`src/rtl/ibb_pkg.sv`:
```
package ibb_pkg;
    localparam int DS_DW      = 32;
    localparam int HOST_DW    = 64;
    localparam int DONE_POS   = 11;
    localparam int RDF_LSB    = 26;
    localparam int RD_POS     = 48;
    localparam int SZ_LSB     = 56;
    localparam int SZ_W       = 4;

    typedef enum logic [1:0] {
        SEL_CMD  = 2'd0,
        SEL_RST  = 2'd1,
        SEL_STAT = 2'd2,
        SEL_DATA = 2'd3
    } sel_e;

    typedef struct packed {
        logic             rd;
        logic [SZ_W-1:0]  size;
        logic [DS_DW-1:0] addr;
    } cmd_t;

    typedef struct packed {
        logic             done;
        logic             err;
        logic             rd;
        logic [DS_DW-1:0] rdata;
    } resp_t;
endpackage

```
`src/rtl/ibb_cmd_decode.sv`:
```
module ibb_cmd_decode
    import ibb_pkg::*;
(
    input  logic [HOST_DW-1:0] word,
    output cmd_t               cmd
);
    logic unused_bits;
    assign unused_bits = ^{word[63:60], word[55:49], word[47:32]};

    always_comb begin
        cmd.rd   = word[RD_POS];
        cmd.size = word[SZ_LSB +: SZ_W];
        cmd.addr = word[DS_DW-1:0];
    end
endmodule

```
`src/rtl/ibb_status_pack.sv`:
```
module ibb_status_pack
    import ibb_pkg::*;
(
    input  resp_t              resp,
    output logic [HOST_DW-1:0] word
);
    logic unused_done;
    assign unused_done = resp.done;

    always_comb begin
        word           = '0;
        word[DONE_POS] = 1'b1;
        if (resp.rd)
            word[RDF_LSB +: DS_DW] = resp.err ? {DS_DW{1'b1}} : resp.rdata;
    end
endmodule

```
`src/rtl/ibb_xfer.sv`:
```
module ibb_xfer
    import ibb_pkg::*;
#(
    parameter int TMO_CYCLES = 16
) (
    input  logic             clk,
    input  logic             rst_n,
    input  logic             start,
    input  cmd_t             cmd,
    input  logic [DS_DW-1:0] wdata,
    output logic             busy,
    output logic             ds_req,
    output logic             ds_we,
    output logic [DS_DW-1:0] ds_addr,
    output logic [SZ_W-1:0]  ds_size,
    output logic [DS_DW-1:0] ds_wdata,
    input  logic             ds_ack,
    input  logic             ds_err,
    input  logic [DS_DW-1:0] ds_rdata,
    output resp_t            resp
);
    localparam int CW = (TMO_CYCLES > 2) ? $clog2(TMO_CYCLES) : 1;
    localparam logic [CW-1:0] CNT_LAST = CW'(TMO_CYCLES - 1);

    typedef struct packed {
        logic             busy;
        cmd_t             cmd;
        logic [DS_DW-1:0] wdata;
        logic [CW-1:0]    cnt;
    } xst_t;

    xst_t q, d;

    always_comb begin
        d    = q;
        resp = '0;
        if (!q.busy) begin
            if (start) begin
                d.busy  = 1'b1;
                d.cmd   = cmd;
                d.wdata = wdata;
                d.cnt   = '0;
            end
        end else if (ds_ack || ds_err) begin
            d.busy     = 1'b0;
            resp.done  = 1'b1;
            resp.err   = ds_err;
            resp.rd    = q.cmd.rd;
            resp.rdata = ds_rdata;
        end else if (q.cnt == CNT_LAST) begin
            d.busy     = 1'b0;
            resp.done  = 1'b1;
            resp.err   = 1'b1;
            resp.rd    = q.cmd.rd;
        end else begin
            d.cnt = q.cnt + 1'b1;
        end
    end

    always_ff @(posedge clk) begin
        if (!rst_n) q <= '0;
        else        q <= d;
    end

    assign busy     = q.busy;
    assign ds_req   = q.busy;
    assign ds_we    = ~q.cmd.rd;
    assign ds_addr  = q.cmd.addr;
    assign ds_size  = q.cmd.size;
    assign ds_wdata = q.wdata;

    assert_cnt_bound_R11: assert property (@(posedge clk) disable iff (!rst_n)
        q.busy |-> (q.cnt <= CNT_LAST));

    assert_req_hold_R2: assert property (@(posedge clk) disable iff (!rst_n)
        (ds_req && !ds_ack && !ds_err) |=> ($stable(ds_addr) && $stable(ds_we) && $stable(ds_size)));

    assert_ignore_busy_R10: assert property (@(posedge clk) disable iff (!rst_n)
        (q.busy && start) |=> $stable(ds_addr));
endmodule

```
`src/rtl/ibb_bridge.sv`:
```
module ibb_bridge
    import ibb_pkg::*;
#(
    parameter int HA_W       = 8,
    parameter int TMO_CYCLES = 16
) (
    input  logic               clk,
    input  logic               rst_n,
    input  logic               host_wr,
    input  logic               host_rd,
    input  logic [HA_W-1:0]    host_addr,
    input  logic [HOST_DW-1:0] host_wdata,
    output logic [HOST_DW-1:0] host_rdata,
    output logic               busy,
    output logic               ds_req,
    output logic               ds_we,
    output logic [DS_DW-1:0]   ds_addr,
    output logic [SZ_W-1:0]    ds_size,
    output logic [DS_DW-1:0]   ds_wdata,
    input  logic               ds_ack,
    input  logic               ds_err,
    input  logic [DS_DW-1:0]   ds_rdata
);
    typedef struct packed {
        logic [DS_DW-1:0]   data;
        logic [HOST_DW-1:0] status;
        logic [HOST_DW-1:0] rdata;
    } tst_t;

    tst_t q, d;
    sel_e sel;
    cmd_t cmd;
    resp_t resp;
    logic [HOST_DW-1:0] packed_status;
    logic start;

    logic unused_addr;
    if (HA_W > 5) begin : g_hi
        assign unused_addr = ^{host_addr[HA_W-1:5], host_addr[2:0]};
    end else begin : g_lo
        assign unused_addr = ^host_addr[2:0];
    end

    assign sel   = sel_e'(host_addr[4:3]);
    assign start = host_wr && (sel == SEL_CMD);

    ibb_cmd_decode u_dec (
        .word (host_wdata),
        .cmd  (cmd)
    );

    ibb_xfer #(.TMO_CYCLES(TMO_CYCLES)) u_xfer (
        .clk      (clk),
        .rst_n    (rst_n),
        .start    (start),
        .cmd      (cmd),
        .wdata    (q.data),
        .busy     (busy),
        .ds_req   (ds_req),
        .ds_we    (ds_we),
        .ds_addr  (ds_addr),
        .ds_size  (ds_size),
        .ds_wdata (ds_wdata),
        .ds_ack   (ds_ack),
        .ds_err   (ds_err),
        .ds_rdata (ds_rdata),
        .resp     (resp)
    );

    ibb_status_pack u_pack (
        .resp (resp),
        .word (packed_status)
    );

    always_comb begin
        d = q;
        if (host_wr && sel == SEL_DATA)
            d.data = host_wdata[HOST_DW-1:DS_DW];
        if (host_rd) begin
            case (sel)
                SEL_STAT: begin
                    d.rdata  = q.status;
                    d.status = '0;
                end
                SEL_DATA: d.rdata = {q.data, {DS_DW{1'b0}}};
                default:  d.rdata = '0;
            endcase
        end
        if (resp.done)
            d.status = packed_status;
    end

    always_ff @(posedge clk) begin
        if (!rst_n) q <= '0;
        else        q <= d;
    end

    assign host_rdata = q.rdata;

    assert_req_origin_R2: assert property (@(posedge clk) disable iff (!rst_n)
        $rose(ds_req) |-> ($past(host_wr) && $past(host_addr[4:3]) == 2'd0));

    assert_req_busy_R10: assert property (@(posedge clk) disable iff (!rst_n)
        ds_req |-> busy);

    assert_stat_clear_R7: assert property (@(posedge clk) disable iff (!rst_n)
        (host_rd && host_addr[4:3] == 2'd2 && !resp.done) |=> (q.status == '0));

    assert_wr_status_R6: assert property (@(posedge clk) disable iff (!rst_n)
        (resp.done && !resp.rd) |=> (q.status == 64'h800));

    assert_err_fill_R5: assert property (@(posedge clk) disable iff (!rst_n)
        (resp.done && resp.rd && resp.err) |=> (q.status[57:26] == 32'hFFFF_FFFF && q.status[11]));

    assert_status_shape_R4: assert property (@(posedge clk) disable iff (!rst_n)
        (q.status != '0) |-> (q.status[11] && q.status[63:58] == '0 && q.status[25:12] == '0 && q.status[10:0] == '0));
endmodule

```
`config.mk`:
```
export PLATFORM = sky130hd
export DESIGN_NAME = ibb_bridge
export DESIGN_NICKNAME = d
export VERILOG_FILES = /design/src/rtl/ibb_pkg.sv /design/src/rtl/ibb_cmd_decode.sv /design/src/rtl/ibb_status_pack.sv /design/src/rtl/ibb_xfer.sv /design/src/rtl/ibb_bridge.sv
export SDC_FILE = /design/constraint.sdc
export NUM_CORES = 1
export LEC_CHECK = 0
export ABC_CLOCK_PERIOD_IN_PS = 3200
export BUFFER_PORTS_ARGS = -buffer_cell sky130_fd_sc_hd__buf_4
export CORE_ASPECT_RATIO = 0.8
export CORE_MARGIN = 8
export CORE_UTILIZATION = 45
export DETAILED_ROUTE_END_ITERATION = 8
export PLACE_DENSITY = 0.8
export SLEW_MARGIN = 10
export SYNTH_ARGS = -nofsm -noshare
export SYNTH_HDL_FRONTEND = slang
export SYNTH_HIERARCHICAL = 1
export SYNTH_SLANG_ARGS = --single-unit
```
`constraint.sdc`:
```
create_clock -name clk -period 3.2 [get_ports clk]
set_clock_uncertainty 0.15 [all_clocks]
set_input_delay 0 -clock clk [delete_from_list [all_inputs] [get_ports clk]]
set_output_delay 0 -clock clk [all_outputs]
set_load 0.005 [all_outputs]
```
==> summary.txt, run 1 <==
GP Congestion -> 0.854
Ys Warns -> 6
Crit path largest cell delay -> 0.87 ns
Worst setup EP type -> flip-flop
RSZ-0062 raised after global routing -> false
Post-DR vias/cell -> 5.16
Num CTS Buffers -> 24
Root Driver -> clkbuf_16
CP Max Fanout -> 64
Area of the core -> 0.0244 mm2
Period utilisation layout -> 94.6%
Clk sink count -> 234
Netlist cell types -> 39
First-pass GRT wire length -> 46.9 mm
Top cell family by delay on the critical path -> simple AND/OR/NAND/NOR gates
Number of flops mapped to enable cells by yosys -> 0
Worst Path Buf+Inv -> 2
Initial antenna violation count -> 2
Initial core utilization -> 46.1%
Post-synthesis register bit count -> 234
Worst-margin pin slew -> 1.18 ns
Initial DRC Count -> 441
Setup TNS -> 0 ns
# DRC -> 0
Fin crit period -> 3.03 ns
IO Pins -> 245
WS Path Type -> reg -> reg
Tot GR Track Use -> 19.0%
Largest area contributor in the netlist -> dfxtp_1
Synthesized area per cell -> 9.70 um2
Initial DRT Pass Iterations -> 5
Die area -> 0.0304 mm2
Via count -> 8405
WL/cell -> 18.9 um
Placement Cell Area -> 0.0116 mm2
GRT Residual Overflow -> 0
Post-synthesis async set-or-reset flop share -> 0%
CP Cell Sequence -> ha_1 -> a311o_1 -> nand2_1 -> inv_2 -> and2_4 -> o2bb2ai_2 -> dlygate4sd3_1
Hold Crit Class -> in -> reg
Seq/Total Area, Yosys -> 41.6%
Design Area, Final -> 0.0136 mm2
VDD IR max -> 0.314 mV
Worst-path clk slew -> 0.07 ns
Pre-CTS WS -> 0.773 ns
Number of hold violations in the final report -> 0
Hold-fix buffers, CTS -> 115
Post-Syn Instances -> 1161
Largest net degree at the start of global routing -> 65
Status -> finished, final reports clean
Htree depth -> 1
Power Density -> 486 mW/mm2
Critical Path RT -> 3.50 ns
Row cnt -> 51
Die Y -> 158 um
Critical path data arrival time -> 3.32 ns
Max_cap viols -> 0
CTS tree -> done
R2R Setup Slk -> 0.17 ns
IO buf count -> 238
Max_slew headroom -> 21.4%
DRT Wirelength -> 30.7 mm
Leak -> 0.00546 uW
Startpoint Class -> flip-flop
Setup Buffers After CTS -> 0
Cts repair resizes -> 0
Post-route ant nets -> 0
CP max stage cell -> and2_4
Maximum clock frequency -> 0.330 GHz
Clk buf depth -> 3
Worst-Skew Late Latency -> 0.51 ns
Final net count -> 1402
Fraction of layout cells with a size suffix above 1 -> 27.5%
PnR worst setup slack -> 0.173 ns
Final setup violation count -> 0
Top cells by area, synth -> dfxtp_1 42%, buf_4 14%, o2bb2ai_2 8.0%, nand2_1 6.9%, mux2i_1 5.7%
Fin. max-slew vios -> 0
Top cell type's share of synthesized area -> 41.6%
Vias in the first global route -> 8705
Mapped Area -> 0.0113 mm2
Chip width -> 193 um
Layout area overhead -> 20.9%
Ys flop type -> dfxtp_1
DP HPWL -> 18.5 mm
cell families (layout without fill, tap and decap cells):
group | count (synthesis) | count (layout) | synth area share, %
buf+inv | 297 | 414 | 19.4
mux | 64 | 64 | 5.69
simple gates | 323 | 323 | 14.1
fa+ha+maj | 1 | 1 | 0.111
other cells | 2 | 35 | 0.0667
compound gates | 240 | 240 | 19.1
flops | 234 | 234 | 41.6
layer usage:
metal	track usage, %	wire length, um	up-vias
li1	-	-	3978
met5	0	0	-
met4	8.36	1170	0
met2	32.0	14900	317
met1	22.9	12500	4016
met3	4.53	2220	94
layout make-up:
| class | instances | area (um2) |
|---|---|---|
| Clock inverter | 9 | 174 |
| Sequential cell | 234 | 4680 |
| Timing Repair Buffer | 366 | 3090 |
| Multi-Input combinational cell | 660 | 4550 |
| Fill cell | 2015 | 10800 |
| Antenna cell | 3 | 7.51 |
| Tap cell | 318 | 398 |
| Inverter | 5 | 18.8 |
| Clock buffer | 34 | 699 |
synth_stat cells, drive strengths merged, types with 3 or more instances:
library cell  instances
a21oi                72
a22o                 32
and2                 33
buf                 263
clkbuf               29
dfxtp               234
inv                   5
mux2i                64
nand2               207
nand2b                3
nand3                 4
nand3b               64
nor2                  3
o21a                 32
o2bb2ai              96
worst register-to-register path, delay by kind of cell (launching register included):
kind | cells | cell delay [ns]
and+or+nand+nor | 2 | 1.05
adders and majority gates | 1 | 0.22
DFF | 1 | 0.37
buffers and inverters | 2 | 0.67
AOI/OAI and AO/OA | 2 | 0.51
state kept, by name, indices dropped and copies added (netlist names):
name,count
q,96
u_xfer/ds_addr,32
u_xfer/ds_size,4
host_rdata,64
u_xfer/ds_wdata,32
u_xfer/q,5
u_xfer/busy,1
final timing paths:
path                             from                  end  depth (start not counted)
setup / recovery          u_xfer/q[0]                q[92]                          7
hold / removal                host_wr  u_xfer/ds_wdata[18]                          5
setup reg to reg          u_xfer/q[0]                q[92]                          7
hold reg to reg   u_xfer/ds_wdata[27]  u_xfer/ds_wdata[27]                          2
power breakdown:
part	leakage (uW)	switching, uW	internal (uW)
registers	0.00189	31.7	2960
clock network	0.000429	1170	1920
logic	0.00314	264	267
through the flow:
step	total power [uW]	instances	util, %	hold WS, ns
after floorplan	3370	1191	-	-0.00790
after global placement	3460	1468	47.4	0.0970
after detailed placement	3470	1468	47.4	0.104
after CTS	6670	1626	55.7	0.00116
after global routing	6840	1628	55.7	0.0342
final	6610	1629	55.7	0.0169
placed cells by master (no fill, tap or decap), types with 2 or more instances in the layout:
cell,n
buf_4,247
dfxtp_1,234
nand2_1,207
dlygate4sd3_1,115
a21oi_1,71
mux2i_1,64
nand3b_1,64
o2bb2ai_2,60
o2bb2ai_1,36
a22o_1,32
o21a_1,32
conb_1,32
and2_1,32
clkbuf_16,25
clkbuf_1,5
bufinv_16,5
nand3_1,4
clkbuf_8,4
buf_12,4
diode_2,3
clkinv_2,3
inv_1,3
inv_2,2
o21ai_0,2
nand2b_1,2
Note: power is estimated with default switching activity, not from simulation.
==> run 2, diff against run 1 <==
- ABC_CLOCK_PERIOD_IN_PS: 3200 -> 3460
- clock period: 3.2 -> 3.46 ns (I/O delays scaled with it)
==> run 2 against run 1 <==
Against the previous run: via count is 1.6% lower; utilization shrank 0.64 points; fmax is 6.3% higher; final cell count decreased by 0.25%; flip-flop and latch count did not move; clock-buffer cell count grew 4; combinational power shrank 8.5%; critical endpoint is now q[95]; highest routed layer unchanged.
==> summary.txt, run 2 (synthesized netlist as in run 1, its figures left out) <==
Setup Buffers After CTS -> 0
Area of the core -> 0.0244 mm2
Multi-input logic area -> 0.00455 mm2
Leak -> 0.00541 uW
Die Y -> 158 um
Fillers -> 2026
Layout Cells excl Fill -> 1625
Power Density -> 435 mW/mm2
Worst-path clk slew -> 0.06 ns
RSZ-0062 raised after global routing -> false
Number of hold violations in the final report -> 0
Startpoint Class -> flip-flop
GP Congestion -> 0.843
CP Max Fanout -> 32
Setup TNS -> 0 ns
Initial DRT Pass Iterations -> 5
Final setup violation count -> 0
R2R Setup Slk -> 0.61 ns
GRT Residual Overflow -> 0
Max reg flops -> 96
Worst setup EP type -> flip-flop
DRT Wirelength -> 30.5 mm
Period utilisation layout -> 82.3%
IO buf count -> 238
Hold path depth -> 4
Max_slew headroom -> 32.3%
Largest net degree at the start of global routing -> 86
Max_cap viols -> 0
R2R Path End -> q[95]
Die area -> 0.0304 mm2
Initial DRC Count -> 568
Fin. max-slew vios -> 0
Fraction of layout cells with a size suffix above 1 -> 27.7%
Initial antenna violation count -> 1
Fin crit period -> 2.85 ns
Commonest non-fill, non-tap cell in the layout -> buf_4
Hold EP -> u_xfer/ds_addr[2]
Via count -> 8271
Hold Path Origin -> host_wdata[2]
Register cell area after layout -> 0.00468 mm2
IO Pins -> 245
DP HPWL -> 18.7 mm
VDD IR max -> 0.307 mV
Commonest non-fill, non-tap cells in the layout -> 250 x buf_4, 234 x dfxtp_1, 207 x nand2_1, 108 x dlygate4sd3_1, 71 x a21oi_1
Critical Path RT -> 3.77 ns
CTS tree -> done
First-pass GRT wire length -> 46.4 mm
Inst Count DP -> 1469
Vias in the first global route -> 8447
Final net count -> 1397
Clk buf depth -> 3
Htree depth -> 1
Worst-Skew Late Latency -> 0.51 ns
# DRC -> 0
Clk sink count -> 234
Chip width -> 193 um
Layout area overhead -> 19.5%
R2R cell count -> 7
Reg2reg start -> u_xfer/q[0]
Row cnt -> 51
Hold Crit Class -> in -> reg
Num CTS Buffers -> 25
Final Util -> 55.1%
Root Driver -> clkbuf_16
Maximum clock frequency -> 0.351 GHz
Initial core utilization -> 46.1%
Tot GR Track Use -> 19.1%
WS Path Type -> reg -> reg
Worst-margin pin slew -> 1.01 ns
WL/cell -> 18.7 um
Post-DR vias/cell -> 5.09
Post-route ant nets -> 0
Critical path data arrival time -> 3.15 ns
Status -> finished, final reports clean
Pwr Total -> 5860 uW
Largest register by flop count -> q
-- run 2: through the flow --
stage          cell area, um2  hold WS (ns)  worst slack [ns]
3_3_place_gp            11600        0.0956             0.900
6_report                13500         0.143             0.613
4_1_cts                 13500         0.118             0.646
2_1_floorplan           11400      -0.00790              1.54
3_5_place_dp            11600         0.107             0.852
5_1_grt                 13500         0.142             0.461
-- run 2: worst max-delay path by stage --
stage                      startpoint      to  slack, ns  cells after the start
after CTS                 u_xfer/q[0]   q[90]       0.65                      7
after global placement    u_xfer/q[0]  q[113]       0.90                      7
after floorplan           u_xfer/q[0]  q[107]       1.54                      8
after detailed placement  u_xfer/q[0]  q[119]       0.85                      7
final                     u_xfer/q[0]   q[95]       0.61                      7
after global routing      u_xfer/q[0]   q[90]       0.46                      7
-- run 2: report_power, final --
group / internal [uW] / switching (uW) / total, uW / leakage, uW
Clock: 1550 / 1060 / 2610 / 0.000395
Combinational: 243 / 242 / 486 / 0.00312
Sequential: 2730 / 29.5 / 2760 / 0.00189
Total: 4530 / 1340 / 5860 / 0.00541
-- run 2: timing repair --
item                                   4_1_cts  5_1_grt
hold buffers                               108        0
endpoints found under the hold margin      151        0
gates resized for setup                      0        0
-- run 2: routing by layer --
metal | track usage (%) | part of all wire, % | wire length [um]
met5 | 0 | 0 | 0
met4 | 6.99 | 3.4 | 1050
met3 | 3.94 | 6.5 | 1980
met2 | 32.8 | 49 | 14900
met1 | 23.1 | 41 | 12500
-- run 2: area by class of cell --
cell class | instances | area share, %
antenna | 4 | 0.0743
timing repair buffer | 360 | 22.3
clock buffer | 38 | 5.53
multi-input combinational | 660 | 33.8
clock inverter | 6 | 0.427
tap | 318 | 2.96
sequential | 234 | 34.8
inverter | 5 | 0.139
-- run 2: worst max-delay path: stages, from the launching register on --
cell and delay (ns):
dfxtp_1 0.37, ha_1 0.22, a311o_1 0.24, nand2_1 0.18
nor2_4 0.73, o21a_1 0.24, o2bb2ai_2 0.10, dlygate4sd3_1 0.56
